`config.mk`:
```
export PLATFORM = sky130hd
export DESIGN_NAME = page_mode_selector
export DESIGN_NICKNAME = d
export VERILOG_FILES = /design/src/rtl/pms_pkg.sv /design/src/rtl/pms_page_slot.sv /design/src/rtl/pms_pick.sv /design/src/rtl/pms_reloc_req.sv /design/src/rtl/page_mode_selector.sv
export SDC_FILE = /design/constraint.sdc
export NUM_CORES = 1
export LEC_CHECK = 0
export BUFFER_PORTS_ARGS = -buffer_cell sky130_fd_sc_hd__buf_2
export CAP_MARGIN = 20
export CORE_UTILIZATION = 45
export DETAILED_ROUTE_END_ITERATION = 12
export GPL_ROUTABILITY_DRIVEN = 0
export SYNTH_ARGS = -nofsm -noshare
export SYNTH_HDL_FRONTEND = slang
export SYNTH_SLANG_ARGS = --single-unit
```
`constraint.sdc`:
```
create_clock -name clk -period 2.7 [get_ports clk]
set_input_delay 0 -clock clk [delete_from_list [all_inputs] [get_ports clk]]
set_output_delay 0 -clock clk [all_outputs]
set_load 0.05 [all_outputs]
```
`src/rtl/pms_pkg.sv`:
```
package pms_pkg;

  typedef enum logic [1:0] {
    MC_COLD      = 2'd0,
    MC_CAPACITY  = 2'd1,
    MC_CONFLICT  = 2'd2,
    MC_COHERENCE = 2'd3
  } miss_class_e;

  // Only misses that show the block cache is too small count toward switching.
  function automatic logic class_counts(input logic [1:0] cls);
    return (cls == MC_CAPACITY) || (cls == MC_CONFLICT);
  endfunction

endpackage

```
`src/rtl/pms_page_slot.sv`:
```
module pms_page_slot #(
  parameter int CNT_W = 4
) (
  input  logic             clk,
  input  logic             rst_n,
  input  logic             hit_miss,   // counted-class miss to this page
  input  logic             pending,    // this page holds the outstanding request
  input  logic             set_page,   // request for this page accepted
  input  logic             clr_block,  // eviction command to this page
  input  logic [CNT_W-1:0] thresh,
  output logic             mode,
  output logic             eligible
);

  localparam logic [CNT_W-1:0] CNT_MAX = {CNT_W{1'b1}};

  logic [CNT_W-1:0] cnt_q;
  logic             mode_q;

  always_ff @(posedge clk or negedge rst_n) begin
    if (!rst_n) begin
      mode_q <= 1'b0;
      cnt_q  <= '0;
    end else if (clr_block) begin
      mode_q <= 1'b0;
      cnt_q  <= '0;
    end else if (set_page) begin
      mode_q <= 1'b1;
      cnt_q  <= '0;
    end else if (hit_miss && !mode_q && !pending && (cnt_q != CNT_MAX)) begin
      cnt_q <= cnt_q + 1'b1;
    end
  end

  assign mode     = mode_q;
  assign eligible = !mode_q && !pending && (thresh != '0) && (cnt_q >= thresh);

endmodule

```
`src/rtl/pms_pick.sv`:
```
module pms_pick #(
  parameter int N      = 8,
  parameter int IDX_W  = 3
) (
  input  logic [N-1:0]     eligible,
  output logic             any,
  output logic [IDX_W-1:0] idx
);

  // Lowest index wins: scan downward so the last assignment is the lowest.
  always_comb begin
    any = 1'b0;
    idx = '0;
    for (int i = N - 1; i >= 0; i--) begin
      if (eligible[i]) begin
        any = 1'b1;
        idx = IDX_W'(i);
      end
    end
  end

endmodule

```
`src/rtl/pms_reloc_req.sv`:
```
module pms_reloc_req #(
  parameter int PAGE_W = 3
) (
  input  logic              clk,
  input  logic              rst_n,
  input  logic              cand_any,
  input  logic [PAGE_W-1:0] cand_idx,
  input  logic              out_ready,
  output logic              out_valid,
  output logic [PAGE_W-1:0] out_page,
  output logic              fire
);

  always_ff @(posedge clk or negedge rst_n) begin
    if (!rst_n) begin
      out_valid <= 1'b0;
      out_page  <= '0;
    end else if (!out_valid) begin
      if (cand_any) begin
        out_valid <= 1'b1;
        out_page  <= cand_idx;
      end
    end else if (out_ready) begin
      out_valid <= 1'b0;
    end
  end

  assign fire = out_valid && out_ready;

endmodule

```
`src/rtl/page_mode_selector.sv`:
```
module page_mode_selector #(
  parameter int NUM_PAGES = 16,
  parameter int CNT_W     = 6,
  localparam int PAGE_W   = (NUM_PAGES > 1) ? $clog2(NUM_PAGES) : 1
) (
  input  logic              clk,
  input  logic              rst_n,
  input  logic              miss_valid,
  output logic              miss_ready,
  input  logic [PAGE_W-1:0] miss_page,
  input  logic [1:0]        miss_class,
  input  logic [CNT_W-1:0]  thresh,
  output logic              reloc_valid,
  input  logic              reloc_ready,
  output logic [PAGE_W-1:0] reloc_page,
  input  logic              evict_valid,
  input  logic [PAGE_W-1:0] evict_page,
  input  logic [PAGE_W-1:0] lookup_page,
  output logic              lookup_mode
);

  import pms_pkg::*;

  logic [NUM_PAGES-1:0] mode_q;
  logic [NUM_PAGES-1:0] elig;
  logic                 cand_any;
  logic [PAGE_W-1:0]    cand_idx;
  logic                 fire;
  logic                 miss_counts;

  assign miss_counts = miss_valid && class_counts(miss_class);

  for (genvar g = 0; g < NUM_PAGES; g++) begin : g_slot
    logic hit, pend, setp, clrp;
    assign hit  = miss_counts && (miss_page == PAGE_W'(g));
    assign pend = reloc_valid && (reloc_page == PAGE_W'(g));
    assign setp = fire && (reloc_page == PAGE_W'(g));
    assign clrp = evict_valid && (evict_page == PAGE_W'(g));

    pms_page_slot #(.CNT_W(CNT_W)) u_slot (
      .clk       (clk),
      .rst_n     (rst_n),
      .hit_miss  (hit),
      .pending   (pend),
      .set_page  (setp),
      .clr_block (clrp),
      .thresh    (thresh),
      .mode      (mode_q[g]),
      .eligible  (elig[g])
    );
  end

  pms_pick #(.N(NUM_PAGES), .IDX_W(PAGE_W)) u_pick (
    .eligible (elig),
    .any      (cand_any),
    .idx      (cand_idx)
  );

  pms_reloc_req #(.PAGE_W(PAGE_W)) u_req (
    .clk       (clk),
    .rst_n     (rst_n),
    .cand_any  (cand_any),
    .cand_idx  (cand_idx),
    .out_ready (reloc_ready),
    .out_valid (reloc_valid),
    .out_page  (reloc_page),
    .fire      (fire)
  );

  assign miss_ready  = rst_n;
  assign lookup_mode = (int'(lookup_page) < NUM_PAGES) ? mode_q[lookup_page] : 1'b0;

endmodule

```
==> impl_metrics.tcl <==
set metrics [dict create \
    htree_levels 4 \
    place_area_mm2 0.00895 \
    mappedNetlistArea_mm2 0.00819 \
    grt_first_pass_wirelength_mm 35.9 \
    cts-buffers-inserted 17 \
    syn_to_final_growth_pct 19.3 \
    synth.largest_area_cell "dfrtp_1" \
    wl_per_cell_um 18.0 \
    clk_pin_slew_worst_paths_ps 60 \
    synth_edf_count 0 \
    drive_gt1_share_pct 14.7 \
    fillCellCount 1591 \
    die_y_um 137 \
    worstPathArrival_ps 2990 \
    drv_cap 0 \
    yosys.area.top_type_share_pct 35.7 \
    synthFlopType "dfrtp_1" \
    slowest_stage "or4bb_4" \
    antenna_found_initial 0 \
    yosysMostFrequentCell "nor2_1" \
    cts_tree "done" \
    worst_slew_pin_slew_ps 650 \
    finalSetupTns_ps 0 \
    critPathLaunchType "register" \
    critPathKind "register to register" \
    min_period_over_period_pct 99.3 \
    async_reset_ff_share_pct 100 \
    synth_seq_cells 117 \
    r2r_slack_ps 20 \
    synthTopCellsByArea "dfrtp_1 36%, ha_1 17%, nor2_1 7.0%, xor2_1 4.6%, xnor2_1 2.9%" \
    synthTopCellsByCount "152 x nor2_1, 117 x dfrtp_1, 112 x ha_1" \
    pwr_density_cell_mw_per_mm2 717 \
    cts-root-buf "clkbuf_16" \
    status "complete, no violations" \
    slowest_delay_ps 590 \
    crit_buf_inv 1 \
    finalNetCount 1119 \
    rsz0062_at_grt "yes" \
    stdcell_area_mm2 0.00977 \
    grt_pass1_vias 6803 \
    num_antenna_cells 0 \
    cts_sinks 117 \
    rows 48 \
    fin_worst_skew_ps 5.98 \
    grt-ovfl-total 0 \
    hold_viol 0 \
    crit_chain "inv_2 > ha_4 > nor3b_2 > o21ai_1 > o211ai_1 > a21o_1 > or4bb_4 > o41ai_4 > nand2b_4 > o21ai_1" \
    grt_max_degree 51 \
    crit_top_cell "o21ai_1" \
    hpwl_mm 16.4 \
    setup_viol 0 \
    start_util_pct 46.7 \
    io_pins 32 \
    clk_latency_ps 420 \
    synth_warnings 0 \
    syn_area_per_cell_um2 9.26 \
    design.core.area_mm2 0.0175 \
    fp.dieW_um 137 \
    min_period_ps 2680 \
    vias 6949 \
    die_area_mm2 0.0188 \
    synth_nets 1022 \
    drc 0 \
    fmax_mhz 373 \
    ir_worst_vdd_mv 0.648 \
    antenna_left 0 \
    required_ps 3010 \
    clockBufferDepth 2 \
    total_power_mw 7.01 \
    synth-seq-area-share_pct 35.7 \
    relSlewSlack_pct 56.4 \
    worstSetupEndpointType "register" \
    cp_top_family "simple AND/OR/NAND/NOR gates" \
    port_buffers 31 \
    synth_cells 885 \
    ys_types 50 \
    drtIter0Drc 393 \
    finalMaxSlewViolations 0 \
    grt_util_all_layers_pct 25.5 \
    p_leak_nw 4.73 \
    path_max_fanout 5 \
    hold_path.class "input pin to register" \
    totalWireLength_mm 22.0 \
    routed_via_density 5.70 \
    first_pass_iters 5 \
]
cell usage in the layout, fill, tap and decap left out, types with 17 or more instances in the layout:
master and count:
nor2_1 152, dfrtp_1 116, ha_1 111, nand2_1 50, buf_4 45, xor2_1 43
nand3_1 39, a21oi_1 34, inv_1 33, o21ai_0 32, buf_2 30, nand4_1 28
xnor2_1 27, o21ai_1 22, o21a_1 20, clkbuf_16 17
metal layers:
layer | wire (um) | up-vias | global-route usage [%]
met2 | 9820 | 166 | 38.9
li1 | - | 3406 | -
met3 | 1280 | 40 | 6.41
met1 | 10300 | 3337 | 34.7
met4 | 527 | 0 | 9.04
met5 | 0 | - | 0
logic make-up (layout without fill, tap and decap cells):
kind of cell / count (synthesis) / after routing / synth area share [%]
buffers and inverters: 40 / 150 / 1.89
DFF: 117 / 117 / 35.7
adders and majority gates: 112 / 112 / 17.1
and+or+nand+nor: 348 / 348 / 20.5
AOI/OAI and AO/OA: 177 / 177 / 14.0
xor gates and xnor gates: 70 / 70 / 7.48
muxes: 21 / 21 / 3.33
area by class of cell:
cell class | instances | area (um^2) | area share, %
clock buffer | 18 | 439 | 4.49
clock inverter | 14 | 208 | 2.12
inverter | 34 | 128 | 1.31
multi-input combinational | 728 | 5170 | 52.9
sequential | 117 | 2930 | 30.0
tap | 225 | 282 | 2.88
timing repair buffer | 84 | 618 | 6.32
worst min-delay path, stage by stage:
cell	delay (ps)
buf_2	120
nor2_1	100
nand2_1	100
o21a_1	110
power breakdown:
group | switching (mW) | total [mW] | leakage [nW] | internal (mW)
clock | 0.849 | 2.50 | 0.315 | 1.65
combinational | 1.24 | 2.15 | 2.82 | 0.906
sequential | 0.296 | 2.35 | 1.60 | 2.06
total | 2.39 | 7.01 | 4.73 | 4.62
flip-flops by register name, indices dropped and copies added (netlist names):
| signal | count |
|---|---|
| u_req.out_valid | 1 |
| u_req.out_page | 4 |
| g_slot.u_slot.mode | 16 |
| g_slot.u_slot.cnt_q | 96 |
final timing paths:
kind / start / endpoint / depth (start not counted)
worst min-delay path: evict_page[2] / g_slot[10].u_slot.mode / 4
worst max-delay path: g_slot[7].u_slot.cnt_q[0] / u_req.out_page[0] / 10
worst min register to register: g_slot[10].u_slot.mode / g_slot[10].u_slot.mode / 1
worst max register to register: g_slot[7].u_slot.cnt_q[0] / u_req.out_page[0] / 10
min in group asynchronous: rst_n / g_slot[12].u_slot.cnt_q[5] / 2
max in group asynchronous: rst_n / g_slot[0].u_slot.cnt_q[3] / 3
repair_timing:
item | in CTS | in global routing
hold buffers | 5 | 0
pin swaps | 1 | 13
setup buffers | 0 | 9
resized for setup | 0 | 17
gates cloned | 0 | 0
setup endpoints to repair | 1 | 3
hold endpoints to repair | 87 | 0
metrics by stage:
stage | utilization, % | instances | hold slack, ps | setup WS, ps
6_report | 55.7 | 1220 | 40.9 | 18.6
3_5_place_dp | 51.0 | 1174 | -12.2 | -16.0
5_1_grt | 55.7 | 1220 | 79.7 | -96.6
3_3_place_gp | 51.0 | 1174 | -9.93 | 46.8
2_1_floorplan | - | 885 | -296 | 112
4_1_cts | 55.0 | 1211 | 16.6 | 10.6
Power figures use the tool's default switching activity.
